`config.mk`:
```
export PLATFORM = sky130hd
export DESIGN_NAME = rowbuf_pingpong
export DESIGN_NICKNAME = d
export VERILOG_FILES = /design/src/rtl/rowbuf_pkg.sv /design/src/rtl/rowbuf_bank.sv /design/src/rtl/rowbuf_pacer.sv /design/src/rtl/rowbuf_pingpong.sv
export SDC_FILE = /design/constraint.sdc
export NUM_CORES = 1
export LEC_CHECK = 0
export BUFFER_PORTS_ARGS = -buffer_cell sky130_fd_sc_hd__buf_2
export CAP_MARGIN = 20
export CORE_MARGIN = 10
export CORE_UTILIZATION = 57
export CTS_CLUSTER_DIAMETER = 120
export DETAILED_ROUTE_END_ITERATION = 12
export GPL_TIMING_DRIVEN = 1
export PLACE_DENSITY = 0.77
export SYNTH_ARGS = -nofsm -noshare
export SYNTH_HDL_FRONTEND = slang
export SYNTH_SLANG_ARGS = --single-unit
```
`constraint.sdc`:
```
create_clock -name clk -period 3.9 [get_ports clk]
set_clock_uncertainty 0.15 [all_clocks]
set_input_delay 0.585 -clock clk [delete_from_list [all_inputs] [get_ports clk]]
set_output_delay 0.585 -clock clk [all_outputs]
set_load 0.01 [all_outputs]
```
`src/rtl/rowbuf_pkg.sv`:
```
// Shared definitions for the ping-pong row store.
// Assumes burst select values index powers of two.
package rowbuf_pkg;

    // Index of one of the two character stores.
    typedef enum logic {BANK_A = 1'b0, BANK_B = 1'b1} bank_e;

    // Returns the burst length for a select code: 1 << sel.
    function automatic int unsigned burst_len(input int unsigned sel);
        return 32'd1 << sel;
    endfunction

endpackage

```
`src/rtl/rowbuf_bank.sv`:
```
// One character store: a synchronous write port and an asynchronous read port.
// Assumes the write address is always below DEPTH. Reads at or above DEPTH return 0.
module rowbuf_bank #(
    parameter int DEPTH = 80,
    parameter int W     = 7,
    parameter int AW    = $clog2(DEPTH)
) (
    input  logic          clk,
    input  logic          we,
    input  logic [AW-1:0] waddr,
    input  logic [W-1:0]  wdata,
    input  logic [AW-1:0] raddr,
    output logic [W-1:0]  rdata
);
    logic [W-1:0] mem [DEPTH];

    // Store one character on a write enable.
    always_ff @(posedge clk) begin
        if (we) mem[waddr] <= wdata;
    end

    // Read the addressed character, or zero outside the row.
    always_comb begin
        rdata = '0;
        if (32'(raddr) < DEPTH) rdata = mem[raddr];
    end
endmodule

```
`src/rtl/rowbuf_pacer.sv`:
```
// Paces the DMA request: bursts of 2^burst_sel writes separated by burst_gap+1 idle cycles.
// Assumes 'clear' is pulsed whenever a new row fill begins.
module rowbuf_pacer
    import rowbuf_pkg::*;
#(
    parameter int GAP_W  = 4,
    parameter int BSEL_W = 2
) (
    input  logic              clk,
    input  logic              rst_n,
    input  logic              clear,
    input  logic              want,
    input  logic              wr_take,
    input  logic [BSEL_W-1:0] burst_sel,
    input  logic [GAP_W-1:0]  burst_gap,
    output logic              req
);
    localparam int BCNT_W = (1 << BSEL_W);

    logic [BCNT_W-1:0] burst_cnt;
    logic [GAP_W:0]    gap_cnt;
    logic [BCNT_W-1:0] blen;

    // Burst length for the current select code.
    always_comb blen = BCNT_W'(burst_len(32'(burst_sel)));

    // Count writes inside a burst and load the idle gap when a burst ends.
    always_ff @(posedge clk) begin
        if (!rst_n || clear) begin
            burst_cnt <= '0;
            gap_cnt   <= '0;
        end else if (wr_take) begin
            if (burst_cnt + BCNT_W'(1) >= blen) begin
                burst_cnt <= '0;
                gap_cnt   <= {1'b0, burst_gap} + (GAP_W+1)'(1);
            end else begin
                burst_cnt <= burst_cnt + BCNT_W'(1);
            end
        end else if (gap_cnt != '0) begin
            gap_cnt <= gap_cnt - (GAP_W+1)'(1);
        end
    end

    // Request only while a fill is wanted and no gap is running.
    assign req = want && (gap_cnt == '0);
endmodule

```
`src/rtl/rowbuf_pingpong.sv`:
```
// Ping-pong character row store: one bank feeds the display while the other is
// refilled over DMA, and the roles swap at each row boundary.
// Assumes frame_start and row_start are single-cycle pulses from the raster timing.
module rowbuf_pingpong
    import rowbuf_pkg::*;
#(
    parameter int ROW_CHARS = 80,
    parameter int CODE_W    = 7,
    parameter int ROWS_W    = 6,
    parameter int GAP_W     = 4,
    parameter int BSEL_W    = 2,
    parameter int POS_W     = $clog2(ROW_CHARS),
    parameter int LEN_W     = $clog2(ROW_CHARS + 1)
) (
    input  logic              clk,
    input  logic              rst_n,
    input  logic              frame_start,
    input  logic              row_start,
    input  logic [LEN_W-1:0]  row_len,
    input  logic [ROWS_W-1:0] rows_per_frame,
    input  logic [BSEL_W-1:0] burst_sel,
    input  logic [GAP_W-1:0]  burst_gap,
    output logic              dma_req,
    input  logic              dma_ack_n,
    input  logic              wr_n,
    input  logic [CODE_W-1:0] wr_data,
    input  logic [POS_W-1:0]  char_pos,
    output logic [CODE_W-1:0] char_code,
    output logic              underrun
);
    bank_e             disp_bank;
    logic              active;
    logic [LEN_W-1:0]  fill_cnt;
    logic [ROWS_W-1:0] rows_done;
    logic [LEN_W-1:0]  eff_len;
    logic              fill_full;
    logic              wr_take;
    logic              swap;
    logic [CODE_W-1:0] bank_rd [2];

    // Limit the programmed row length to the store depth.
    always_comb eff_len = (row_len > LEN_W'(ROW_CHARS)) ? LEN_W'(ROW_CHARS) : row_len;

    assign fill_full = (fill_cnt >= eff_len);
    assign wr_take   = active && !fill_full && !dma_ack_n && !wr_n
                       && !frame_start && !row_start;
    assign swap      = !frame_start && row_start && active && fill_full;

    // Frame, swap and underrun control for the two stores.
    always_ff @(posedge clk) begin
        if (!rst_n) begin
            disp_bank <= BANK_A;
            active    <= 1'b0;
            fill_cnt  <= '0;
            rows_done <= '0;
            underrun  <= 1'b0;
        end else if (frame_start) begin
            active    <= (rows_per_frame != '0);
            fill_cnt  <= '0;
            rows_done <= '0;
            underrun  <= 1'b0;
        end else if (row_start && active) begin
            if (!fill_full) begin
                underrun <= 1'b1;
                active   <= 1'b0;
            end else begin
                disp_bank <= bank_e'(~disp_bank);
                fill_cnt  <= '0;
                rows_done <= rows_done + ROWS_W'(1);
                if (rows_done + ROWS_W'(1) == rows_per_frame) active <= 1'b0;
            end
        end else if (wr_take) begin
            fill_cnt <= fill_cnt + LEN_W'(1);
        end
    end

    // Two stores; the one not on display takes the writes.
    for (genvar g = 0; g < 2; g++) begin : g_bank
        rowbuf_bank #(
            .DEPTH(ROW_CHARS),
            .W    (CODE_W),
            .AW   (POS_W)
        ) u_bank (
            .clk  (clk),
            .we   (wr_take && (disp_bank != bank_e'(g))),
            .waddr(POS_W'(fill_cnt)),
            .wdata(wr_data),
            .raddr(char_pos),
            .rdata(bank_rd[g])
        );
    end

    // Present the displayed store's character.
    assign char_code = bank_rd[disp_bank];

    rowbuf_pacer #(
        .GAP_W (GAP_W),
        .BSEL_W(BSEL_W)
    ) u_pacer (
        .clk      (clk),
        .rst_n    (rst_n),
        .clear    (frame_start || swap),
        .want     (active && !fill_full),
        .wr_take  (wr_take),
        .burst_sel(burst_sel),
        .burst_gap(burst_gap),
        .req      (dma_req)
    );
endmodule

```
Word level (Yosys, flattened, before mapping)
Memories as Yosys holds them, arrays and structs flattened.
Index checks and enable logic that the tools add are counted.
{"block": "word_totals", "register_bits": 25, "ramBits": 1120, "in_bits": 39, "out_inout_bits": 9, "wordCells": 83, "n_memories": 2}
{"block": "op_classes", "addsub": 5, "order_cmp": 5, "eq_ne": 4, "n_shift": 1, "muxes": 21, "bitwise_logic": 5, "reduce_logical": 33}
{"memory": "g_bank[0].u_bank.mem", "words": 80, "word_bits": 7, "rd": 1, "rd_ports_with_merged_regs": 0, "write_ports": 1, "line": "rowbuf_bank.sv:15", "rtl": "logic [W-1:0] mem [DEPTH];"}
{"memory": "g_bank[1].u_bank.mem", "words": 80, "word_bits": 7, "rd": 1, "rd_ports_with_merged_regs": 0, "write_ports": 1, "line": "rowbuf_bank.sv:15"}
{"op": "7-bit 2-to-1 mux", "n": 9}
{"op": "5-bit 2-to-1 mux", "n": 3}
{"op": "1-bit logical AND", "n": 12}
{"op": "2-bit AND reduction", "n": 5}
{"op": "1-bit 2-to-1 mux", "n": 8}
{"op": "7-bit by 1-bit adder with 7-bit output (second input constant)", "n": 1}
{"op": "7-bit greater-or-equal comparator", "n": 1}
{"op": "7-bit > comparator (second input constant)", "n": 1}
{"op": "7-bit less-than comparator (second input constant)", "n": 1}
{"op": "6-bit by 1-bit adder with 6-bit output (second input constant)", "n": 1}
{"op": "6-bit == test", "n": 1}
{"op": "1-bit logical NOT", "n": 6}
{"op": "2-bit nonzero test", "n": 3}
{"op": "6-bit nonzero test", "n": 1}
{"op": "4-bit by 1-bit adder with 5-bit output (second input constant)", "n": 1}
{"op": "5-bit logical NOT", "n": 1}
{"op": "5-bit nonzero test", "n": 1}
{"op": "5-bit by 1-bit subtractor with 5-bit output (second input constant)", "n": 1}
{"op": "4-bit by 1-bit adder with 4-bit output (second input constant)", "n": 1}
{"op": "4-bit greater-or-equal comparator", "n": 1}
{"op": "4-bit 2-to-1 mux", "n": 1}
{"op": "1-bit NOT", "n": 4}
{"op": "1-bit by 2-bit << shifter with 4-bit output (first input constant)", "n": 1}
{"op": "3-bit by 2-bit != test with 1-bit output (second input constant)", "n": 1}
{"op": "other kinds (7)", "n": 8}

Logic depth before layout (Yosys ltp)
{"block": "depth", "ltp_word": 12, "depth_mapped": 12, "ltp_nobuf": 10}

Hierarchy
From an unflattened synthesis, not the netlist that was laid out.
{"block": "unflattened", "cells_unflattened": 2314, "area_unflattened_um2": 45816.4}
{"mod": "rowbuf_bank", "instances": 2, "cells_per_inst": 1042, "area_each_um2": 21953.6, "seq_area_each_um2": 16816.1}
{"mod": "rowbuf_pingpong", "instances": 1, "cells_per_inst": 150, "area_each_um2": 1229.9, "seq_area_each_um2": 320.3}
{"mod": "rowbuf_pacer", "instances": 1, "cells_per_inst": 80, "area_each_um2": 679.4, "seq_area_each_um2": 180.2}

Worst setup path before layout
No wires, ideal clock.
{"block": "synth_timing", "path_kind": "input to register", "startpoint": "input port row_len[5]", "endpoint": "memory g_bank[1].u_bank.mem[60][0], enable pin", "setup_time_ns": 0.360, "t_arrival_ns": 2.992, "setup_slack_ns": 0.398, "cell_stages": 11, "path_buffers": 1, "cell_sequence": "o21ai_0 -> and2_1 -> ha_1 -> nand2b_1 -> a21o_1 -> a21oi_1 -> o21ai_0 -> nor2_2 -> buf_2 -> nand3_1 -> nor2_1"}
{"block": "synth_between", "elab_chain_cells": 12}
{"element": "start: declaration", "line": "rowbuf_pingpong.sv:19", "rtl": "input logic [LEN_W-1:0] row_len,"}
{"element": "7-bit > comparator", "line": "rowbuf_pingpong.sv:42", "rtl": "always_comb eff_len = (row_len > LEN_W'(ROW_CHARS)) ? LEN_W'(ROW_CHARS) : row_len;"}
{"element": "7-bit 2-to-1 mux (*)", "line": "rowbuf_pingpong.sv:42"}
{"element": "7-bit greater-or-equal comparator (*)", "line": "rowbuf_pingpong.sv:44", "rtl": "assign fill_full = (fill_cnt >= eff_len);"}
{"element": "1-bit logical NOT (*)", "line": "rowbuf_pingpong.sv:45", "rtl": "assign wr_take = active && !fill_full && !dma_ack_n && !wr_n"}
{"element": "1-bit logical AND (*) (3 in a row)", "line": "rowbuf_pingpong.sv:45"}
{"element": "1-bit logical AND (*) (2 in a row)", "line": "rowbuf_pingpong.sv:46", "rtl": "&& !frame_start && !row_start;"}
{"element": "1-bit logical AND (*)", "line": "rowbuf_pingpong.sv:85", "rtl": ".we (wr_take && (disp_bank != bank_e'(g))),"}
{"element": "1-bit 2-to-1 mux (*)", "line": "rowbuf_bank.sv:19", "rtl": "if (we) mem[waddr] <= wdata;"}
{"element": "1-bit 2-to-1 mux (not written as such) (*)", "line": "rowbuf_bank.sv:19"}
{"element": "end: declaration", "line": "rowbuf_bank.sv:15"}
Every way passes the cells marked *; elsewhere a longest branch is shown, timed or not.

Worst setup path in the final report
{"block": "layout_timing", "startpoint": "memory g_bank[0].u_bank.mem[45][0]", "endpoint": "output port char_code[0]"}
{"block": "layout_between", "elab_chain_cells": 5}
{"element": "start: declaration", "line": "rowbuf_bank.sv:15"}
{"element": "memory read 80 x 7 bit"}
{"element": "7-bit 2-to-1 mux", "line": "rowbuf_bank.sv:25", "rtl": "if (32'(raddr) < DEPTH) rdata = mem[raddr];"}
{"element": "7-bit 2-to-1 mux (not written as such) (3 in a row)", "line": "rowbuf_pingpong.sv:94", "rtl": "assign char_code = bank_rd[disp_bank];"}
{"element": "end: declaration", "line": "rowbuf_pingpong.sv:28", "rtl": "output logic [CODE_W-1:0] char_code,"}
No other way between the ends. The select of a mux whose other input is x is not followed.

==> impl_metrics.toml <==
[outcome]
status = "complete, but fails checks"
violations = "negative setup slack"

[floorplan]
pin_count = 48
core.rowCount = 103
coreArea_sq_um = 79300
die-area_sq_um = 91900
die_y_um = 303
start_util = 0.576
die_w_um = 303

[yosys]
synth.cell_area_sq_um = 45700
synth.ff_latch_count = 1145
syn-instance-count = 2372
synth_ff_type = "edfxtp_1"
syn_avg_cell_area_sq_um = 19.3
synth_top_family_by_area = "multiplexers"
synth_compound_area_frac = 0.0362
synth.distinct_cells = 60
synthMuxAreaShare = 0.151
synth-async-reset-ratio = 0
ys_seq_area_frac = 0.747
synth_xor_xnor_area_share = 0.00345
synth_edf_count = 1120
syn_nets = 2428
synthSimpleGateAreaFrac = 0.0390
synthAdderAreaFrac = 0.00466
yosys_warnings = 0

[critical_path]
crit_path_start_kind = "flip-flop"
cp_data_arrival_time_ps = 3170
worstSetupEndpointType = "primary output"
reg2regPathDepth = 12
setup.worst_path.class = "reg -> out"
worstPathMaxFanout = 1
crit_required_ps = 3160

[job]
maxCapViolations = 0

[drt]
ant_nets = 0
drtIter0Drc = 3406
avgViaCountPerCell = 6.50
vias = 25100
wire_per_inst_um = 29.0
drt-total-wl_um = 112000
drc = 0
dr.pass1.iters = 5

[layout]
nets = 2780
fillers = 4903
final_core_util = 0.668
area_growth_pct = 15.9
layout-drive-gt1-share = 0.277
final_cells = 3865
multi_input_area_sq_um = 10800
seq_area_sq_um = 34100

[clock_network]
clock_sinks = 1145
clk_path_buf_depth = 3
h-tree-depth = 3
cts_tree = "done"
clk_pin_slew_ps = 60
clockRootBuffer = "clkbuf_16"
cts_setup_buffers = 0
cts-buffers-inserted = 108
clock_latency_ps = 680

[grt]
met3_usage = 0.0476
grtUsageTotal = 0.243
overflow = 0
grt_pass1_wl_um = 165000
grt_max_degree = 101
use_met1 = 0.330
grt_pass1_vias = 25300
busiest_layer = "met2"
antenna_found_initial = 1
grt_use_met2 = 0.392

[timing]
setup_ws_ps = -6.49
max-slew-margin-rel = 0.377
hold_viol = 0
whs_ps = 62.7
drv_slew = 0
fmax_mhz = 256
tns_ps = -6.49
period_minus_slack_ps = 3910
fin_crit_sh = 1.00
worst_pin_slew_ps = 932
finalSetupViolCount = 1

[pwr]
switchingPower_mw = 5.43
combPwrFrac = 0.061
vdd_drop_max_v = 0.000417
clkPwrFrac = 0.399
seqPwrFrac = 0.541
p_leak_nw = 17.8
intPower_mw = 19.6
p_per_area_nw_per_um2 = 473
swShare = 0.217

[min_path]
hold_class = "in -> reg"
holdPathStages = 3

[place]
place.gp.congestion = 0.890
portBuffers = 47
dp_hpwl_um = 69300
placed_cells_incl_taps = 3660
[kinds of logic (layout without fill, tap and decap cells)]
logic type                 after synthesis  in the layout
other                                    0              2
buffers and inverters                  147            588
muxes                                  423            423
xor gates and xnor gates                18             18
and+or+nand+nor                        386            386
AOI/OAI and AO/OA                      236            236
adders and majority gates               17             17
DFF                                   1145           1145
[state kept, by name (all words and copies together), names as in the netlist]
signal / cells
u_pacer.gap_cnt: 5
g_bank.u_bank.mem: 1120
u_pacer.burst_cnt: 4
rows_done: 6
underrun: 1
disp_bank: 1
fill_cnt: 7
active: 1
[placed cells by master, fill, tap and decap left out, types with 5 or more instances in the layout]
cell        Yosys  final
ha_1           17     17
nor2b_1        17     17
mux4_1         16     16
mux2_2         28     28
and3_1          7      7
a221oi_1       14     14
a22oi_1        68     68
buf_2          48     36
a21oi_1        33     33
inv_1           8      8
clkbuf_1       46     17
nand4_1         5      5
o2111ai_1      10     10
nand3_1        58     58
mux2i_1       190    190
nand2_1        44     44
dfxtp_1        25     25
nor3_1         18     13
clkbuf_16       0    112
clkinv_1        1     24
clkinv_2        0     29
a31oi_1        30     29
xor2_1          7      7
buf_12          1     34
nor2_1        194    194
clkinvlp_4      0      6
buf_4          26    302
o21ai_0        28     28
nand2b_1        7      7
mux4_2        189    189
and2_1          7      7
o221ai_1       18     17
a211oi_1       11     11
edfxtp_1     1120   1120
xnor2_1        11     11
a21o_1          6      6
[final cells by class]
cell class,instances,share of cell area
Clock inverter,70,0.00969
Multi-Input combinational cell,1080,0.204
Inverter,9,0.000638
Antenna cell,2,0.0000946
Timing Repair Buffer,380,0.0626
Tap cell,1050,0.0248
Sequential cell,1145,0.645
Clock buffer,129,0.0537
[cell usage after synthesis, drive strengths merged (11+ instances only)]
master,n,share of area
edfxtp,1120,0.74
mux4,205,0.10
nor2,196,0.016
mux2i,190,0.042
buf,92,0.014
a22oi,68,0.011
nand3,58,0.0064
clkbuf,46,0.0038
nand2,44,0.0036
a21oi,33,0.0036
a31oi,30,0.0041
mux2,28,0.0069
o21ai,28,0.0031
dfxtp,25,0.011
nor3,18,0.0020
o221ai,18,0.0035
ha,17,0.0047
nor2b,17,0.0023
a221oi,14,0.0027
a211oi,11,0.0018
xnor2,11,0.0021
[power groups by stage]
stage | logic (mW) | clock network [mW] | registers [mW]
3_3_place_gp | 1.40 | 0 | 13.8
6_report | 1.52 | 9.99 | 13.5
2_1_floorplan | 0.821 | 0 | 13.8
3_5_place_dp | 1.46 | 0 | 13.8
4_1_cts | 1.49 | 10.0 | 13.5
5_1_grt | 1.60 | 10.5 | 13.5
[path summary, 6_finish.rpt]
path / start / to / slack (ps)
worst min-delay path: frame_start / active / 60
worst max-delay path: g_bank[0].u_bank.mem[45][0] / char_code[0] / -6
worst max register to register: fill_cnt[0] / g_bank[0].u_bank.mem[47][1] / 280
worst min register to register: u_pacer.burst_cnt[3] / u_pacer.burst_cnt[3] / 340
[per-layer routing]
| metal | part of all wire | wire length [um] |
|---|---|---|
| met1 | 0.37 | 41400 |
| met2 | 0.49 | 54800 |
| met3 | 0.11 | 11800 |
| met4 | 0.035 | 3910 |
| met5 | 0.00012 | 13 |
[critical path, cell delays in order, from the launching register on]
cell	delay, ps
edfxtp_1	400
mux4_2	480
mux2_2	300
o221ai_1	440
a31oi_1	80
buf_4	180
o221ai_1	280
o31ai_2	190
buf_2	180
[metrics by stage]
stage / worst slack (ps) / instance area (sq um) / power (mW)
after CTS: 7.98 / 52800 / 25.1
final: -6.49 / 52900 / 25.0
after detailed placement: -293 / 49400 / 15.3
after floorplan: 398 / 45700 / 14.6
after global placement: -194 / 49400 / 15.2
after global routing: -30.8 / 52900 / 25.7
[repair_timing]
item	4_1_cts	5_1_grt
hold buffers	1	0
pin swaps	1	2
setup endpoints to repair	7	18
resized for setup	9	12
endpoints found under the hold margin	2	0
cloned	1	2
(Power assumes the default switching activity.)
